`src/rtl/mov_pkg.sv`:
```
package mov_pkg;
  localparam int INSTR_W = 16;
  localparam int RIDX_W  = 3;
  localparam int IMM_W   = 8;
  localparam int OPC_W   = 4;

  localparam logic [OPC_W-1:0] OPC_MOVE = 4'b0100;
  localparam logic [OPC_W-1:0] OPC_IMM  = 4'b0101;

  typedef enum logic [2:0] {
    OP_NONE,
    OP_MOVE,
    OP_STORE,
    OP_LOAD,
    OP_IMM
  } op_e;

  typedef enum logic [1:0] {
    PEND_IDLE,
    PEND_DIRECT,
    PEND_LOAD
  } pend_e;

  typedef logic [RIDX_W-1:0] ridx_t;
endpackage

```
`src/rtl/mov_decode.sv`:
```
module mov_decode
  import mov_pkg::*;
(
  input  logic               valid_i,
  input  logic [INSTR_W-1:0] instr_i,
  output op_e                op_o,
  output ridx_t              rd_o,
  output ridx_t              rs_o,
  output logic               dst_hi_o,
  output logic               src_hi_o,
  output logic               byte_o,
  output logic               imm_hi_o,
  output logic [IMM_W-1:0]   imm_o
);
  logic [OPC_W-1:0] opc;
  logic             form_mem;
  logic             resv;
  logic             is_load;

  assign opc      = instr_i[15:12];
  assign form_mem = instr_i[8];
  assign resv     = instr_i[1];
  assign is_load  = instr_i[0];

  assign rd_o     = instr_i[11:9];
  assign rs_o     = instr_i[7:5];
  assign dst_hi_o = instr_i[4];
  assign src_hi_o = instr_i[3];
  assign byte_o   = instr_i[2];
  assign imm_hi_o = instr_i[8];
  assign imm_o    = instr_i[7:0];

  always_comb begin
    op_o = OP_NONE;
    if (valid_i) begin
      if (opc == OPC_IMM) begin
        op_o = OP_IMM;
      end else if (opc == OPC_MOVE && !resv) begin
        if (!form_mem)    op_o = OP_MOVE;
        else if (is_load) op_o = OP_LOAD;
        else              op_o = OP_STORE;
      end
    end
  end
endmodule

```
`src/rtl/mov_lane_merge.sv`:
```
module mov_lane_merge #(
  parameter int DATA_W = 16
) (
  input  logic [DATA_W-1:0]   base_i,
  input  logic [DATA_W/2-1:0] part_i,
  input  logic                hi_i,
  output logic [DATA_W-1:0]   merged_o
);
  localparam int HALF  = DATA_W / 2;
  localparam int LANES = 2;

  for (genvar l = 0; l < LANES; l++) begin : g_lane
    assign merged_o[l*HALF +: HALF] =
      (hi_i == l[0]) ? part_i : base_i[l*HALF +: HALF];
  end
endmodule

```
`src/rtl/mov_mem_port.sv`:
```
module mov_mem_port
  import mov_pkg::*;
#(
  parameter int DATA_W = 16
) (
  input  op_e               op_i,
  input  logic              byte_i,
  input  logic              src_hi_i,
  input  logic [DATA_W-1:0] rd_val_i,
  input  logic [DATA_W-1:0] rs_val_i,
  output logic              req_o,
  output logic              we_o,
  output logic [DATA_W-1:0] addr_o,
  output logic [1:0]        be_o,
  output logic [DATA_W-1:0] wdata_o,
  output logic              misalign_o,
  output logic              lane_hi_o
);
  localparam int HALF = DATA_W / 2;

  logic            is_mem;
  logic            is_store;
  logic [HALF-1:0] src_part;
  logic [1:0]      be_raw;

  assign is_store = (op_i == OP_STORE);
  assign is_mem   = is_store || (op_i == OP_LOAD);
  // store: address in dest reg; load: address in source reg
  assign addr_o    = is_store ? rd_val_i : rs_val_i;
  assign lane_hi_o = addr_o[0];

  assign misalign_o = is_mem && !byte_i && addr_o[0];
  assign req_o      = is_mem && !misalign_o;
  assign we_o       = req_o && is_store;

  assign src_part = src_hi_i ? rs_val_i[DATA_W-1:HALF] : rs_val_i[HALF-1:0];
  assign be_raw   = byte_i ? (addr_o[0] ? 2'b10 : 2'b01) : 2'b11;
  assign be_o     = req_o ? be_raw : 2'b00;

  always_comb begin
    wdata_o = '0;
    if (we_o) wdata_o = byte_i ? {src_part, src_part} : rs_val_i;
  end
endmodule

```
`src/rtl/mov_wb.sv`:
```
module mov_wb
  import mov_pkg::*;
#(
  parameter int DATA_W = 16
) (
  input  logic              clk_i,
  input  logic              rst_ni,
  input  op_e               op_i,
  input  logic              misalign_i,
  input  ridx_t             rd_i,
  input  logic              byte_i,
  input  logic              dst_hi_i,
  input  logic              src_hi_i,
  input  logic              imm_hi_i,
  input  logic [IMM_W-1:0]  imm_i,
  input  logic              lane_hi_i,
  input  logic [DATA_W-1:0] rd_val_i,
  input  logic [DATA_W-1:0] rs_val_i,
  input  logic [DATA_W-1:0] rdata_i,
  output logic              wb_en_o,
  output ridx_t             wb_idx_o,
  output logic [DATA_W-1:0] wb_data_o,
  output logic              fault_o
);
  localparam int HALF = DATA_W / 2;

  pend_e             pend_q, pend_d;
  ridx_t             idx_q;
  logic [DATA_W-1:0] data_q, data_d;
  logic              ld_byte_q, ld_lane_q, ld_dst_q;
  logic              fault_q;

  logic [HALF-1:0]   mv_part;
  logic              mv_hi;
  logic [DATA_W-1:0] mv_merged;
  logic [HALF-1:0]   ld_part;
  logic [DATA_W-1:0] ld_merged;

  // issue-side byte placement (register move or immediate)
  assign mv_part = (op_i == OP_IMM) ? HALF'(imm_i)
                 : (src_hi_i ? rs_val_i[DATA_W-1:HALF] : rs_val_i[HALF-1:0]);
  assign mv_hi   = (op_i == OP_IMM) ? imm_hi_i : dst_hi_i;

  mov_lane_merge #(.DATA_W(DATA_W)) u_mv_merge (
    .base_i  (rd_val_i),
    .part_i  (mv_part),
    .hi_i    (mv_hi),
    .merged_o(mv_merged)
  );

  always_comb begin
    pend_d = PEND_IDLE;
    data_d = rd_val_i;
    unique case (op_i)
      OP_MOVE: begin
        pend_d = PEND_DIRECT;
        data_d = byte_i ? mv_merged : rs_val_i;
      end
      OP_IMM: begin
        pend_d = PEND_DIRECT;
        data_d = mv_merged;
      end
      OP_LOAD: begin
        pend_d = misalign_i ? PEND_IDLE : PEND_LOAD;
        data_d = rd_val_i;  // kept for byte merge on return
      end
      default: ;
    endcase
  end

  always_ff @(posedge clk_i or negedge rst_ni) begin
    if (!rst_ni) begin
      pend_q    <= PEND_IDLE;
      idx_q     <= '0;
      data_q    <= '0;
      ld_byte_q <= 1'b0;
      ld_lane_q <= 1'b0;
      ld_dst_q  <= 1'b0;
      fault_q   <= 1'b0;
    end else begin
      pend_q    <= pend_d;
      idx_q     <= rd_i;
      data_q    <= data_d;
      ld_byte_q <= byte_i;
      ld_lane_q <= lane_hi_i;
      ld_dst_q  <= dst_hi_i;
      fault_q   <= misalign_i;
    end
  end

  // return-side byte placement
  assign ld_part = ld_lane_q ? rdata_i[DATA_W-1:HALF] : rdata_i[HALF-1:0];

  mov_lane_merge #(.DATA_W(DATA_W)) u_ld_merge (
    .base_i  (data_q),
    .part_i  (ld_part),
    .hi_i    (ld_dst_q),
    .merged_o(ld_merged)
  );

  assign wb_en_o   = (pend_q != PEND_IDLE);
  assign wb_idx_o  = idx_q;
  assign wb_data_o = (pend_q == PEND_LOAD) ? (ld_byte_q ? ld_merged : rdata_i) : data_q;
  assign fault_o   = fault_q;

  p_fault_excl_wb_r8: assert property (@(posedge clk_i) disable iff (!rst_ni)
    fault_o |-> !wb_en_o);

  p_wb_after_issue_r1: assert property (@(posedge clk_i) disable iff (!rst_ni)
    wb_en_o |-> ($past(op_i) != OP_NONE) && ($past(op_i) != OP_STORE));

  p_fault_after_mem_r8: assert property (@(posedge clk_i) disable iff (!rst_ni)
    fault_o |-> ($past(op_i) == OP_LOAD) || ($past(op_i) == OP_STORE));
endmodule

```
`src/rtl/mov_unit.sv`:
```
module mov_unit
  import mov_pkg::*;
#(
  parameter int DATA_W = 16
) (
  input  logic                clk_i,
  input  logic                rst_ni,
  input  logic                valid_i,
  input  logic [INSTR_W-1:0]  instr_i,
  output logic [RIDX_W-1:0]   rd_idx_o,
  output logic [RIDX_W-1:0]   rs_idx_o,
  input  logic [DATA_W-1:0]   rd_val_i,
  input  logic [DATA_W-1:0]   rs_val_i,
  output logic                mem_req_o,
  output logic                mem_we_o,
  output logic [DATA_W-1:0]   mem_addr_o,
  output logic [1:0]          mem_be_o,
  output logic [DATA_W-1:0]   mem_wdata_o,
  input  logic [DATA_W-1:0]   mem_rdata_i,
  output logic                wb_en_o,
  output logic [RIDX_W-1:0]   wb_idx_o,
  output logic [DATA_W-1:0]   wb_data_o,
  output logic                fault_o
);
  op_e              op;
  ridx_t            rd, rs;
  logic             dst_hi, src_hi, is_byte, imm_hi;
  logic [IMM_W-1:0] imm;
  logic             misalign, lane_hi;

  mov_decode u_decode (
    .valid_i (valid_i),
    .instr_i (instr_i),
    .op_o    (op),
    .rd_o    (rd),
    .rs_o    (rs),
    .dst_hi_o(dst_hi),
    .src_hi_o(src_hi),
    .byte_o  (is_byte),
    .imm_hi_o(imm_hi),
    .imm_o   (imm)
  );

  assign rd_idx_o = rd;
  assign rs_idx_o = rs;

  mov_mem_port #(.DATA_W(DATA_W)) u_mem_port (
    .op_i      (op),
    .byte_i    (is_byte),
    .src_hi_i  (src_hi),
    .rd_val_i  (rd_val_i),
    .rs_val_i  (rs_val_i),
    .req_o     (mem_req_o),
    .we_o      (mem_we_o),
    .addr_o    (mem_addr_o),
    .be_o      (mem_be_o),
    .wdata_o   (mem_wdata_o),
    .misalign_o(misalign),
    .lane_hi_o (lane_hi)
  );

  mov_wb #(.DATA_W(DATA_W)) u_wb (
    .clk_i     (clk_i),
    .rst_ni    (rst_ni),
    .op_i      (op),
    .misalign_i(misalign),
    .rd_i      (rd),
    .byte_i    (is_byte),
    .dst_hi_i  (dst_hi),
    .src_hi_i  (src_hi),
    .imm_hi_i  (imm_hi),
    .imm_i     (imm),
    .lane_hi_i (lane_hi),
    .rd_val_i  (rd_val_i),
    .rs_val_i  (rs_val_i),
    .rdata_i   (mem_rdata_i),
    .wb_en_o   (wb_en_o),
    .wb_idx_o  (wb_idx_o),
    .wb_data_o (wb_data_o),
    .fault_o   (fault_o)
  );

  p_word_aligned_r8: assert property (@(posedge clk_i) disable iff (!rst_ni)
    (mem_req_o && mem_be_o == 2'b11) |-> !mem_addr_o[0]);

  p_byte_one_lane_r5: assert property (@(posedge clk_i) disable iff (!rst_ni)
    (mem_req_o && mem_be_o != 2'b11) |-> ($countones(mem_be_o) == 1));

  p_store_no_wb_r4: assert property (@(posedge clk_i) disable iff (!rst_ni)
    (mem_req_o && mem_we_o) |=> !wb_en_o);

  p_fault_single_r8: assert property (@(posedge clk_i) disable iff (!rst_ni)
    fault_o |-> $past(valid_i));

  p_idle_quiet_r9: assert property (@(posedge clk_i) disable iff (!rst_ni)
    !valid_i |-> !mem_req_o);
endmodule

```
`config.mk`:
```
export PLATFORM = sky130hd
export DESIGN_NAME = mov_unit
export DESIGN_NICKNAME = d
export VERILOG_FILES = /design/src/rtl/mov_pkg.sv /design/src/rtl/mov_decode.sv /design/src/rtl/mov_lane_merge.sv /design/src/rtl/mov_mem_port.sv /design/src/rtl/mov_wb.sv /design/src/rtl/mov_unit.sv
export SDC_FILE = /design/constraint.sdc
export NUM_CORES = 1
export LEC_CHECK = 0
export BUFFER_PORTS_ARGS = -buffer_cell sky130_fd_sc_hd__buf_4
export CAP_MARGIN = 25
export CORE_AREA = 2 2 81 83
export CTS_BUF_LIST = sky130_fd_sc_hd__clkbuf_8
export CTS_CLUSTER_DIAMETER = 100
export CTS_CLUSTER_SIZE = 14
export DETAILED_ROUTE_END_ITERATION = 16
export DIE_AREA = 0 0 83 85
export PLACE_DENSITY = 0.84
export SYNTH_ARGS = -nofsm -noshare
export SYNTH_HDL_FRONTEND = slang
export SYNTH_SLANG_ARGS = --single-unit
```
`constraint.sdc`:
```
create_clock -name clk_i -period 3.8 [get_ports clk_i]
set_input_delay 0.76 -clock clk_i [delete_from_list [all_inputs] [get_ports clk_i]]
set_output_delay 0.76 -clock clk_i [all_outputs]
set_load 0.005 [all_outputs]
```
# Word level (Yosys, flattened, before mapping)
# Index checks and enable logic that the tools add are counted.
# word_totals
register_bits	25
input_bits	67
out_inout_bits	63
elab_cells	50
# classes
n_eq_ne	7
n_mux	25
reduce_logical	11
# ops
operator	n
$mux W16	6
$mux W8	7
$pmux W16 S2	1
$mux W3	4
$eq A4 B3 Y1 const B	2
$mux W2	4
$eq A3 B2 Y1 const B	2
$logic_and A1 B1 Y1	5
$pmux W2 S2	1
$eq A3 B1 Y1 const B	1
$eq A3 B3 Y1 const B	1
$logic_not A1 Y1	3
$eq A2 B2 Y1 const B	1
$mux W1	2
$reduce_bool A2 Y1	1
$reduce_or A2 Y1	1
$logic_or A1 B1 Y1	1

# Depth between registers and ports, before layout
# Gate-level depths: netlist (run 1).
# depth
depth_word	13
depth_mapped	7
ltp_nobuf	4

# Cells and area by module
# A second synthesis (run 1) with hierarchy kept.
# hier_totals
hier_cells	298
area_unflattened_um2	2837.7
# modules_own_cells
mod	n_inst	cells_each	area_per_inst_um2	seq_area_each_um2
mov_wb	1	162	1614.0	625.6
mov_mem_port	1	76	548.0	0.0
mov_lane_merge	2	18	249.0	0.0
mov_decode	1	24	177.7	0.0

# Worst setup path after synthesis (run 1)
# OpenSTA, ideal clock, no wires.
# synth_timing
path_kind	input port to output port
start	in instr_i[13]
end	out mem_addr_o[10]
arrival_time_ps	2050
required_time_ps	3040
setup_slack_ps	990
cell_stages	6
path_buffers	2
path_cell_list	or3b_1 buf_6 o21ai_4 nand3_4 buf_6 mux2_4
# synth_via
elab_chain_cells	7
# synth_lines
element	line	rtl
start: declaration	mov_unit.sv:9	input logic [INSTR_W-1:0] instr_i,
$eq A4 B3 Y1	mov_decode.sv:38	end else if (opc == OPC_MOVE && !resv) begin
$logic_and A1 B1 Y1	mov_decode.sv:38	
$mux W3	mov_decode.sv:38	
$mux W3 *	mov_decode.sv:36	if (opc == OPC_IMM) begin
$mux W3 *	mov_decode.sv:35	if (valid_i) begin
$eq A3 B2 Y1 *	mov_mem_port.sv:26	assign is_store = (op_i == OP_STORE);
$mux W16 *	mov_mem_port.sv:29	assign addr_o = is_store ? rd_val_i : rs_val_i;
end: declaration	mov_unit.sv:16	output logic [DATA_W-1:0] mem_addr_o,
# Mark *: on every way between the ends. The rest lies on a longest branch, timed or not.

# Worst setup path in the final report (run 1)
# Ends and elaborated chain as after synthesis.

==> summary.md, run 1 <==
| Metric | Value |
|---|---|
| Antenna Cells | 0 |
| Hold_buf cts | 0 |
| Required time of the worst setup path | 3040 ps |
| VDD IR max | 0.127 mV |
| Fin crit share | 0.892 |
| Setup Buffers After CTS | 0 |
| Yosys warnings | 0 |
| Reg clk slew, reported paths | 80 ps |
| Port bufs | 129 |
| # H-tree levels | 1 |
| First-pass GRT wire length | 14,100 um |
| Pwr dens | 196 nW/um^2 |
| Iteration-0 DRC Markers | 227 |
| P&R area growth vs syn | 35.6% |
| RSZ-0062 raised after global routing | no |
| Most frequent cells in the layout | buf_4 (135), nand2_1 (50), a21oi_1 (46) |
| Final Instance Area | 3680 um^2 |
| Total power | 0.722 mW |
| Largest family of logic cells by synthesized area | compound AO/OA/AOI/OAI gates |
| Gr usage total | 0.238 |
| Cells after synthesis | 341 |
| NetSw | 0.227 mW |
| Row count | 29 |
| Core area | 6200 um^2 |
| Max cap viols | 0 |
| Final Non-Filler Cells | 523 |
| TNS Setup | 0 ps |
| WS Path Type | primary input to output port |
| Nets | 514 |
| Ports | 130 |
| Adder-cell area share of the yosys netlist | 0 |
| Ys async rst share | 1.00 |
| Vias in the first global route | 2,861 |
| Die ar. | 7060 um^2 |
| Mapped Area | 2710 um^2 |
| CTS tree | built |
| Status | completed |
| Yosys cell types | 51 |
| Post-CTS sizing | 0 |
| Number of synthesized register bits | 25 |
| Syn avg cell area | 7.95 um^2 |
| GRT overflow | 0 |
| Die span in x | 83 um |
| Top-area cell type share of the netlist area | 0.231 |
| Vias per cell | 6.00 |
| Number of synthesized flops with an enable pin | 0 |
| Hold Fails Final Rpt | 0 |
| Combinational group share of total power | 0.379 |
| Slew HR | 0.547 |
| Die Height | 85 um |
| Synth Area in Compound Gates | 0.315 |
| Routed WL | 8920 um |
| Leak pwr | 1.78 nW |
| Dpl ws | 425 ps |
| Synth area leaders | dfrtp_1 (23%), a21oi_1 (8.5%), nand2_1 (6.9%) |
| Drt drc | 0 |
| CTS Sinks | 25 |
| Sw frac | 0.314 |
| Critical Path Sink Type | output port |
| Element type at the critical path start | primary input |
| Area after DPL | 3630 um^2 |
| Inserted Clock Buffers | 3 |
| Pint | 0.496 mW |
| Worst Path Arrival | 2630 ps |
| Clock Path Buffers | 2 |
| CP max FO | 16 |
| Hpwl dp | 6900 um |
| Measured slew at the worst slew-check pin | 680 ps |
| Setup violators final | 0 |
| Crit path launch | instr_i[13] |
| Initial antenna violation count | 0 |
| Post-synthesis sequential area ratio | 0.231 |
| Vias | 3,137 |
| Clock share of power | 0.212 |
| Top_reg_cell synth | dfrtp_1 |
| Placed cells | 519 |
| Final Wtd Congestion | 0.915 |
| Commonest non-fill, non-tap cell in the layout | buf_4 |
| Proportion of synthesized area in mux cells | 0.141 |
| DRT Pass-1 Iters | 5 |
| Fmax | 295 MHz |
| Antenna viol nets, final | 0 |
| Max Slew Vio Count | 0 |
| XOR/XNOR share of the synthesized area | 0 |
| Worst Setup Slack, final | 411 ps |
| Sequential Power Share | 0.409 |
| Post-synth top area cell | dfrtp_1 |
| Layout cells sized above 1 | 0.395 |
| Min Tclk post-route | 3390 ps |
| Hold WC Path Type | primary input to asynchronous set/reset pin |
| Root Buffer | clkbuf_8 |
| Starting Density | 0.437 |
| Largest net degree at the start of global routing | 34 |
| Wirelength per Cell | 17.1 um |
| Synth Area in Simple Gates | 0.223 |
| Syn Nets | 408 |
==> registers in the layout (all words and copies together) (netlist names) <==
name and cells:
u_wb.data_q 16, u_wb.fault_o 1, u_wb.ld_byte_q 1, u_wb.ld_dst_q 1
u_wb.ld_lane_q 1, u_wb.pend_q 2, u_wb.wb_idx_o 3
==> through the flow <==
step | utilization | hold WS (ps)
final | 0.592 | 367
after global routing | 0.592 | 378
after CTS | 0.592 | 372
after detailed placement | 0.585 | 666
after global placement | 0.585 | 662
after floorplan | - | 464
==> synth_stat cells (all sizes together) (2+ instances only) <==
library cell and count:
nor3b 3, a211o 2, buf 17, mux2 22, nand2b 7, nor2 7, dfrtp 25, nor2b 4
clkbuf 17, inv 13, o21ai 26, mux2i 9, a2111oi 2, nand2 50, o22ai 4, a22o 5
a311oi 6, and3 3, o211ai 6, nand3 27, o211a 7, nor3 3, a22oi 7, a221o 7
or3b 2, a21oi 46
==> layer usage <==
| metal | GRT usage | share of wire |
|---|---|---|
| met2 | 0.399 | 0.47 |
| met1 | 0.323 | 0.40 |
| met4 | 0.0700 | 0.020 |
| met5 | 0 | 0 |
| met3 | 0.0282 | 0.10 |
==> power by group through the flow <==
stage / Clock [mW] / Combinational (mW) / Sequential [mW]
finish: 0.153 / 0.274 / 0.295
global route: 0.170 / 0.296 / 0.298
CTS: 0.157 / 0.271 / 0.295
detailed placement: 0 / 0.270 / 0.300
global placement: 0 / 0.264 / 0.299
floorplan: 0 / 0.140 / 0.292
==> cell type report <==
| type | instances | area [um^2] |
|---|---|---|
| tap | 77 | 96.3 |
| clock buffer | 3 | 41.3 |
| fill | 558 | 2530 |
| inverter | 13 | 48.8 |
| clock inverter | 1 | 7.51 |
| timing repair buffer | 135 | 1010 |
| multi-input combinational | 269 | 1840 |
| sequential | 25 | 626 |
==> kinds of logic after synthesis <==
kind of cell | Yosys count
AOI/OAI and AO/OA | 127
buffers and inverters | 47
DFF | 25
muxes | 31
and+or+nand+nor | 111
==> worst max-delay path, cell delays in order <==
cell and delay [ps]:
buf_4 120, or3b_1 570, nor2_8 270, nand3_4 200, buf_4 270, mux2_4 300
buf_4 130
==> path summary, 6_finish.rpt <==
path / end / slack (ps)
setup / recovery: mem_addr_o[10] / 410
min in group clk_i: u_wb.wb_idx_o[0] / 610
max in group asynchronous: u_wb.wb_idx_o[1] / 3210
hold / removal: u_wb.ld_byte_q / 370
No activity file was read; power rests on OpenSTA's default activity.
==> run 2: changes to the inputs <==
--- a/config.mk
+++ b/config.mk
@@ -5,7 +5,8 @@
 export SDC_FILE = /design/constraint.sdc
 export NUM_CORES = 1
 export LEC_CHECK = 0
-export BUFFER_PORTS_ARGS = -buffer_cell sky130_fd_sc_hd__buf_4
+export ABC_CLOCK_PERIOD_IN_PS = 3800
+export BUFFER_PORTS_ARGS = -buffer_cell sky130_fd_sc_hd__buf_2
 export CAP_MARGIN = 25
 export CORE_AREA = 2 2 81 83
 export CTS_BUF_LIST = sky130_fd_sc_hd__clkbuf_8
@@ -13,6 +14,7 @@
 export CTS_CLUSTER_SIZE = 14
 export DETAILED_ROUTE_END_ITERATION = 16
 export DIE_AREA = 0 0 83 85
+export MAX_ROUTING_LAYER = met4
 export PLACE_DENSITY = 0.84
 export SYNTH_ARGS = -nofsm -noshare
 export SYNTH_HDL_FRONTEND = slang
==> run 2 against run 1 <==
Worst hold slack improved by 84 ps. Sequential share of layout area rose by 1.6 points. Worst setup slack improved by 16 ps. Maximum frequency rose by 0.47%. Design area fell by 8.6%. First-iteration DRC count fell by 25%. Count of clock-buffer cells in the layout did not move. Critical endpoint unchanged.
==> summary.md, run 2 (synthesized netlist as in run 1, its figures left out) <==
| Metric | Value |
|---|---|
| Iteration-0 DRC Markers | 171 |
| Starting Density | 0.437 |
| Max Slew Vio Count | 0 |
| Wirelength per Cell | 16.3 um |
| Hpwl dp | 6480 um |
| VDD IR max | 0.102 mV |
| Vias in the first global route | 2,940 |
| DRT Pass-1 Iters | 5 |
| Pwr dens | 203 nW/um^2 |
| Final Non-Filler Cells | 524 |
| Hold WC Path Type | primary input to asynchronous set/reset pin |
| Vias per cell | 6.02 |
| Crit path cell chain | buf_2 > or3b_1 > nor2_8 > nand3_4 > buf_4 > mux2_4 > buf_2 |
| Vias | 3,153 |
| Gr usage total | 0.239 |
| # H-tree levels | 1 |
| Cell mode on critical path | buf_2 |
| Setup Buffers After CTS | 0 |
| Initial antenna violation count | 0 |
| Die Height | 85 um |
| Leak pwr | 1.70 nW |
| Sw frac | 0.324 |
| Element type at the critical path start | primary input |
| Layout cells sized above 1 | 0.396 |
| Worst Path Arrival | 2610 ps |
| Antenna viol nets, final | 0 |
| WS Path Type | primary input to output port |
| Ports | 130 |
| Largest net degree at the start of global routing | 33 |
| GRT overflow | 0 |
| Routed WL | 8520 um |
| Critical Path Sink Type | output port |
| Row count | 29 |
| Register with the most flip-flops | u_wb.data_q |
| Post-CTS sizing | 0 |
| CP max FO | 16 |
| Hold Fails Final Rpt | 0 |
| Antenna Cells | 0 |
| RSZ-0062 raised after global routing | no |
| Status | completed |
| Fin crit share | 0.888 |
| Inserted Clock Buffers | 3 |
| Required time of the worst setup path | 3040 ps |
| Register area | 626 um^2 |
| Setup violators final | 0 |
| Multi-input logic area | 1840 um^2 |
| Most frequent cells in the layout | buf_2 (129), nand2_1 (50), a21oi_1 (46) |
| Total power | 0.683 mW |
| NetSw | 0.221 mW |
| Root Buffer | clkbuf_8 |
| Commonest non-fill, non-tap cell in the layout | buf_2 |
| TNS Setup | 0 ps |
| First-pass GRT wire length | 13,800 um |
| Clock share of power | 0.218 |
| Drt drc | 0 |
| Layout filler cell count | 598 |
| Measured slew at the worst slew-check pin | 704 ps |
| Core area | 6200 um^2 |
| P&R area growth vs syn | 23.9% |
| Die ar. | 7060 um^2 |
| Core Util, Final | 0.541 |
| Max reg flops | 16 |
| Max cap viols | 0 |
| Hold_buf cts | 0 |
| Nets | 515 |
| CTS tree | built |
| Sequential Power Share | 0.432 |
| Placed cells | 520 |
| Reg clk slew, reported paths | 80 ps |
| Min Tclk post-route | 3370 ps |
| Crit path launch | instr_i[13] |
| Port bufs | 129 |
| CP max stage delay | 570 ps |
| Slowest-stage cell, CP | or3b_1 |
| Final Wtd Congestion | 0.919 |
| Fmax | 296 MHz |
| CTS Sinks | 25 |
| Die span in x | 83 um |
| Pint | 0.461 mW |
| Slew HR | 0.529 |
| Clock Path Buffers | 2 |
| Combinational group share of total power | 0.349 |
-- run 2: metrics by stage --
stage | hold WS [ps] | area, um^2 | setup slack, ps
after floorplan | 464 | 2710 | 990
after global placement | 752 | 3310 | 471
after detailed placement | 754 | 3310 | 430
after CTS | 461 | 3360 | 423
after global routing | 489 | 3360 | 363
final | 451 | 3360 | 427
-- run 2: area by class of cell --
cell class / count / area share
multi-input combinational: 269 / 0.549
timing repair buffer: 136 / 0.208
sequential: 25 / 0.186
tap: 77 / 0.0287
inverter: 13 / 0.0145
clock buffer: 3 / 0.0123
clock inverter: 1 / 0.00149
-- run 2: worst max-delay path: cells and delay by family --
| kind | cells | cell delay (ps) |
|---|---|---|
| buf+inv | 3 | 500 |
| simple gates | 3 | 1050 |
| mux | 1 | 310 |
-- run 2: how the worst max path moves through the flow --
stage	endpoint	slack (ps)	cells after the start
floorplan	mem_addr_o[10]	990	6
global placement	mem_addr_o[11]	470	7
detailed placement	mem_addr_o[10]	430	7
CTS	mem_addr_o[10]	420	7
global route	mem_addr_o[10]	360	7
finish	mem_addr_o[10]	430	7
-- run 2: metal layers --
metal,global-route usage,up-vias,routed length (um)
met2,0.369,205,3810
met5,-,-,0
li1,-,1468,-
met4,0.109,0,257
met3,0.0292,24,810
met1,0.316,1456,3640
-- run 2: power groups by stage --
stage | clock (mW) | sequential, mW | combinational (mW)
after floorplan | 0 | 0.292 | 0.140
after global placement | 0 | 0.300 | 0.229
after detailed placement | 0 | 0.300 | 0.234
after CTS | 0.155 | 0.295 | 0.235
after global routing | 0.169 | 0.297 | 0.261
final | 0.149 | 0.295 | 0.238
